$ cat config.mk
export PLATFORM = sky130hd
export DESIGN_NAME = dma_single_ch
export DESIGN_NICKNAME = d
export VERILOG_FILES = /design/src/rtl/dma_single_ch.sv
export SDC_FILE = /design/constraint.sdc
export NUM_CORES = 1
export LEC_CHECK = 0
export BUFFER_PORTS_ARGS = -buffer_cell sky130_fd_sc_hd__buf_4
export CORE_UTILIZATION = 37
export DETAILED_ROUTE_END_ITERATION = 8
export PLACE_DENSITY = 0.77
export SYNTH_ARGS = -nofsm -noshare
export SYNTH_HDL_FRONTEND = slang
export SYNTH_SLANG_ARGS = --single-unit
$ cat constraint.sdc
create_clock -name clk -period 1.8 [get_ports clk]
set_input_delay 0.18 -clock clk [delete_from_list [all_inputs] [get_ports clk]]
set_output_delay 0.18 -clock clk [all_outputs]
set_load 0.01 [all_outputs]
$ cat src/rtl/dma_single_ch.sv
module dma_single_ch #(
  parameter int AW = 16,
  parameter int DW = 16,
  parameter int CW = 16,
  localparam int RW0 = (AW > CW) ? AW : CW,
  localparam int RW = (RW0 < 3) ? 3 : RW0
) (
  input  logic          clk,
  input  logic          rst_n,
  input  logic          cs,
  input  logic [1:0]    rsel,
  input  logic          cpu_rd,
  input  logic          cpu_wr,
  input  logic [RW-1:0] cpu_wdata,
  output logic [RW-1:0] cpu_rdata,
  output logic          bus_req,
  input  logic          bus_grant,
  output logic          bus_drive,
  output logic [AW-1:0] mem_addr,
  output logic          mem_rd,
  output logic          mem_wr,
  input  logic [DW-1:0] mem_rdata,
  output logic [DW-1:0] mem_wdata,
  input  logic          dev_req,
  output logic          dev_ack,
  input  logic [DW-1:0] dev_din,
  output logic [DW-1:0] dev_dout,
  output logic          irq
);

  typedef enum logic [2:0] {S_IDLE, S_WAIT, S_ARB, S_OWN, S_XFER} state_t;

  state_t        state;
  logic [AW-1:0] addr;
  logic [CW-1:0] cnt;
  logic          dir, burst, done;

  wire slv_wr    = cs & cpu_wr & ~bus_grant;
  wire slv_rd    = cs & cpu_rd & ~bus_grant;
  wire busy      = (state != S_IDLE);
  wire start_cmd = slv_wr && (rsel == 2'd2) && cpu_wdata[2] && !busy;
  wire last      = (cnt == CW'(1));
  wire xfer_on   = (state == S_XFER) & bus_grant;

  always_ff @(posedge clk or negedge rst_n) begin
    if (!rst_n) begin
      state <= S_IDLE;
      addr  <= '0;
      cnt   <= '0;
      dir   <= 1'b0;
      burst <= 1'b0;
      done  <= 1'b0;
    end else begin
      if (slv_wr && !busy) begin
        case (rsel)
          2'd0: addr <= cpu_wdata[AW-1:0];
          2'd1: cnt  <= cpu_wdata[CW-1:0];
          2'd2: begin dir <= cpu_wdata[0]; burst <= cpu_wdata[1]; end
          default: ;
        endcase
      end
      if (slv_rd && rsel == 2'd3) done <= 1'b0;
      if (start_cmd) begin
        done <= (cnt == '0);
        if (cnt != '0) state <= cpu_wdata[1] ? S_ARB : S_WAIT;
      end
      case (state)
        S_WAIT: if (dev_req) state <= S_ARB;
        S_ARB:  if (bus_grant) state <= burst ? S_OWN : S_XFER;
        S_OWN:  if (bus_grant && dev_req) state <= S_XFER;
        S_XFER: if (bus_grant) begin
          addr <= addr + AW'(1);
          cnt  <= cnt - CW'(1);
          if (last) begin
            state <= S_IDLE;
            done  <= 1'b1;
          end else begin
            state <= burst ? S_OWN : S_WAIT;
          end
        end
        default: ;
      endcase
    end
  end

  assign bus_req   = (state == S_ARB) || (state == S_OWN) || (state == S_XFER);
  assign bus_drive = bus_grant && ((state == S_OWN) || (state == S_XFER));
  assign dev_ack   = xfer_on;
  assign mem_rd    = xfer_on & dir;
  assign mem_wr    = xfer_on & ~dir;
  assign mem_addr  = bus_drive ? addr : '0;
  assign mem_wdata = mem_wr ? dev_din : '0;
  assign dev_dout  = mem_rd ? mem_rdata : '0;
  assign irq       = done;

  always_comb begin
    cpu_rdata = '0;
    if (slv_rd) begin
      case (rsel)
        2'd0: cpu_rdata = RW'(addr);
        2'd1: cpu_rdata = RW'(cnt);
        2'd2: cpu_rdata = RW'({burst, dir});
        default: cpu_rdata = RW'({busy, done});
      endcase
    end
  end


  no_drive_without_grant_chk: assert property (@(posedge clk) disable iff (!rst_n)
    (mem_rd || mem_wr || dev_ack || bus_drive) |-> bus_grant);


  rd_wr_exclusive_chk: assert property (@(posedge clk) disable iff (!rst_n)
    !(mem_rd && mem_wr));


  count_step_chk: assert property (@(posedge clk) disable iff (!rst_n)
    dev_ack |=> (cnt == $past(cnt) - CW'(1)) && (addr == $past(addr) + AW'(1)));


  burst_hold_chk: assert property (@(posedge clk) disable iff (!rst_n)
    (dev_ack && burst && !last) |=> bus_req);


  done_releases_bus_chk: assert property (@(posedge clk) disable iff (!rst_n)
    $rose(irq) |-> !bus_req);


  zero_count_chk: assert property (@(posedge clk) disable iff (!rst_n)
    (start_cmd && cnt == '0) |=> (irq && !bus_req));

endmodule

==> impl_metrics.yaml <==
finish:
  antennaDiodeCount: 0
  final_common_cell: "buf_4"
  nFillCells: 601
  design_area_mm2: 0.005348
  final_util_pct: 65.41
  layout.nets: 629
  multi_input_area_mm2: 0.002317
  final_cell_mix: "buf_4, buf_6, nor2_1"
  syn_to_final_growth_pct: 72.62
  drive_gt1_share_pct: 52.46
  regArea_um2: 953.4
placement:
  io_buffers: 126
  place.gp.congestion: 0.8888
  hpwlAfterDp_um: 8173
  placed_area_mm2: 0.004353
synthesis:
  syn_area_per_cell_um2: 7.803
  synth_enable_flop_cells: 0
  synth_top_area_share_pct: 30.69
  synthTopCellsByArea: "dfrtp_1, and2_1, nor2_1"
  yosysSeqAreaShare_pct: 30.69
  synthArstFlopShare_pct: 100.0
  synth_cell_type_count: 56
  yosysWarningCount: 0
  postSynthCellCount: 397
  synth_largest_area_cell: "dfrtp_1"
  synth-seq-cells: 38
  synthFlopType: "dfrtp_1"
  synth_nets: 457
  netlist_area_mm2: 0.003098
pwr:
  ir_drop_v: 0.0005531
  power.leakage_nw: 2.394
  p_per_area_mw_per_mm2: 1145
  finalPower_mw: 6.122
hold_path:
  worst_hold_path_type: "input port to flop"
  holdPathStages: 2
  hold_path_end: "addr[0]"
  hp-start: "cpu_wdata[0]"
setup_path:
  cp.arrival_ns: 2.23
  cpPeakStageDelay_ns: 0.42
  path_class: "flop to flop"
  r2r_cells: 6
  cp-end-kind: "flop"
  crit_fanout: 4
  start_kind: "flop"
  reg2reg_slack_ns: -0.23
  critPathRequiredTime_ns: 2.00
  timing.rr.start: "state[2]"
  reg2reg_to: "state[1]"
  slowest_stage: "dfrtp_1"
  worstPathCellList: "buf_6, nor4bb_2, nand3_1, a31oi_4, a21oi_1, a2111oi_2"
route:
  num_vias: 3976
  routed_via_density: 5.890
  first_iter_violations: 431
  antenna_left: 0
  drc: 0
  wl_per_cell_um: 19.71
  drt_pass1_iterations: 5
  wirelength_um: 13310
floorplanning:
  die-area_mm2: 0.008743
  dieHeight_um: 93.51
  core_area_mm2: 0.008175
  rows: 33
  start_util_pct: 37.89
  io_pins: 127
  die_w_um: 93.51
global_routing:
  grt_pass1_vias: 3488
  grt_overflow_total: 0
  gr-usage-all-layers_pct: 25.65
  grt_max_degree: 39
  grt_pass1_wl_um: 17630
  antenna_found_initial: 0
timing:
  finalCritPeriodShare_pct: 112.8
  tightestPinTransition_ns: 0.5284
  hold_viol_final: 0
  fin_ws_ns: -0.2301
  rsz0062_at_grt: "true"
  finalSetupViolations: 66
  skew_ns: 0.01149
  setup_tns_ns: -4.590
  min_period_ns: 2.030
  slew_viol_final: 0
  slew_headroom_pct: 64.77
  max_freq_ghz: 0.4926
clock_tree:
  clockRootBuffer: "clkbuf_8"
  clock_path_buffers: 2
  clock_sinks: 38
  cts_made_buffers: 5
  path_clk_slew_ns: 0.09
  cts_tree: "built"
  insertion_delay_ns: 0.30
  cts_max_level: 2
run_status:
  violations: "negative setup slack"
  status: "complete, but fails checks"
run:
  drv_cap: 0
[power by group]
part           internal (mW)  switching, mW  leakage, nW
Combinational           1.75           1.85         1.93
Sequential              1.22          0.532        0.410
Clock                  0.413          0.360       0.0504
[cells by family after synthesis]
| logic type | count (synthesis) | share of synthesized area [%] |
|---|---|---|
| AND/OR/NAND/NOR | 205 | 36.71 |
| AO/OA/AOI/OAI | 92 | 18.86 |
| buffers and inverters | 42 | 6.664 |
| flip-flops | 38 | 30.69 |
| multiplexers | 16 | 5.573 |
| adder cells (fa/ha/maj) | 3 | 1.212 |
| XOR/XNOR | 1 | 0.2828 |
[synth_stat cells (3+ instances only)]
cell / number
nor2_1: 55
dfrtp_1: 38
and2_1: 34
nand2_1: 31
a21oi_1: 22
o21ai_0: 22
and3_1: 21
nand3_1: 17
buf_2: 16
mux2i_1: 15
nor3_1: 13
inv_1: 11
o22ai_1: 11
clkbuf_1: 9
a211oi_1: 8
nand4_1: 7
a311oi_1: 6
a31oi_1: 5
nor2b_1: 4
buf_6: 3
ha_1: 3
o21ai_1: 3
o32ai_1: 3
[worst max-delay path: cells and delay by family, from the launching register on]
kind,cells,cell delay (ns)
AO/OA/AOI/OAI,3,0.72
AND/OR/NAND/NOR,2,0.62
flip-flops,1,0.42
buffers and inverters,1,0.15
[worst max path at each step]
stage / from / to / slack [ns]
final: state[2] / state[1] / -0.23
after global routing: state[2] / state[1] / -0.25
after CTS: state[1] / mem_addr[15] / -0.08
after detailed placement: cnt[0] / cnt[10] / -0.08
after global placement: state[1] / mem_addr[15] / 0.03
after floorplan: state[0] / dev_dout[10] / 0.04
[timing repair]
| item | 4_1_cts | 5_1_grt |
|---|---|---|
| resized for setup | 25 | 147 |
| endpoints found under the setup margin | 55 | 75 |
| hold buffers | 1 | 0 |
| buffers inserted | 8 | 13 |
| gates cloned | 1 | 4 |
| pin swaps | 10 | 52 |
| endpoints found under the hold margin | 38 | 0 |
[per-layer routing]
metal  global-route usage (%)  wire length [um]  vias up  part of all wire (%)
met5                        0                 0        -                     0
met4                    7.564               429        0                   3.2
met3                    4.715              1209       44                   9.1
met2                    39.83              6281      290                    47
met1                    36.14              5386     1861                    40
li1                         -                 -     1781                     -
[final cells by class]
class | instances | area share (%)
multi-input cells | 317 | 43.33
repair buffers | 192 | 32.59
flip-flops and latches | 38 | 17.83
well taps | 105 | 2.457
clock buffers | 5 | 1.287
inverters | 13 | 1.193
clock inverters | 3 | 0.8423
repair inverters | 2 | 0.4679
[metrics by stage]
stage                     worst slack, ns  hold slack, ns  std cells
after global placement            0.02875          0.1814        640
after floorplan                   0.04367         -0.1156        397
after CTS                        -0.08354          0.1242        658
after global routing              -0.2509          0.1218        675
after detailed placement         -0.07945          0.1895        640
final                             -0.2301          0.1281        675
[registers in the layout, summed over array words and instances (netlist names)]
register  cells
state         3
irq           1
addr         16
burst         1
cnt          16
dir           1
No activity file was read; power rests on OpenSTA's default activity.
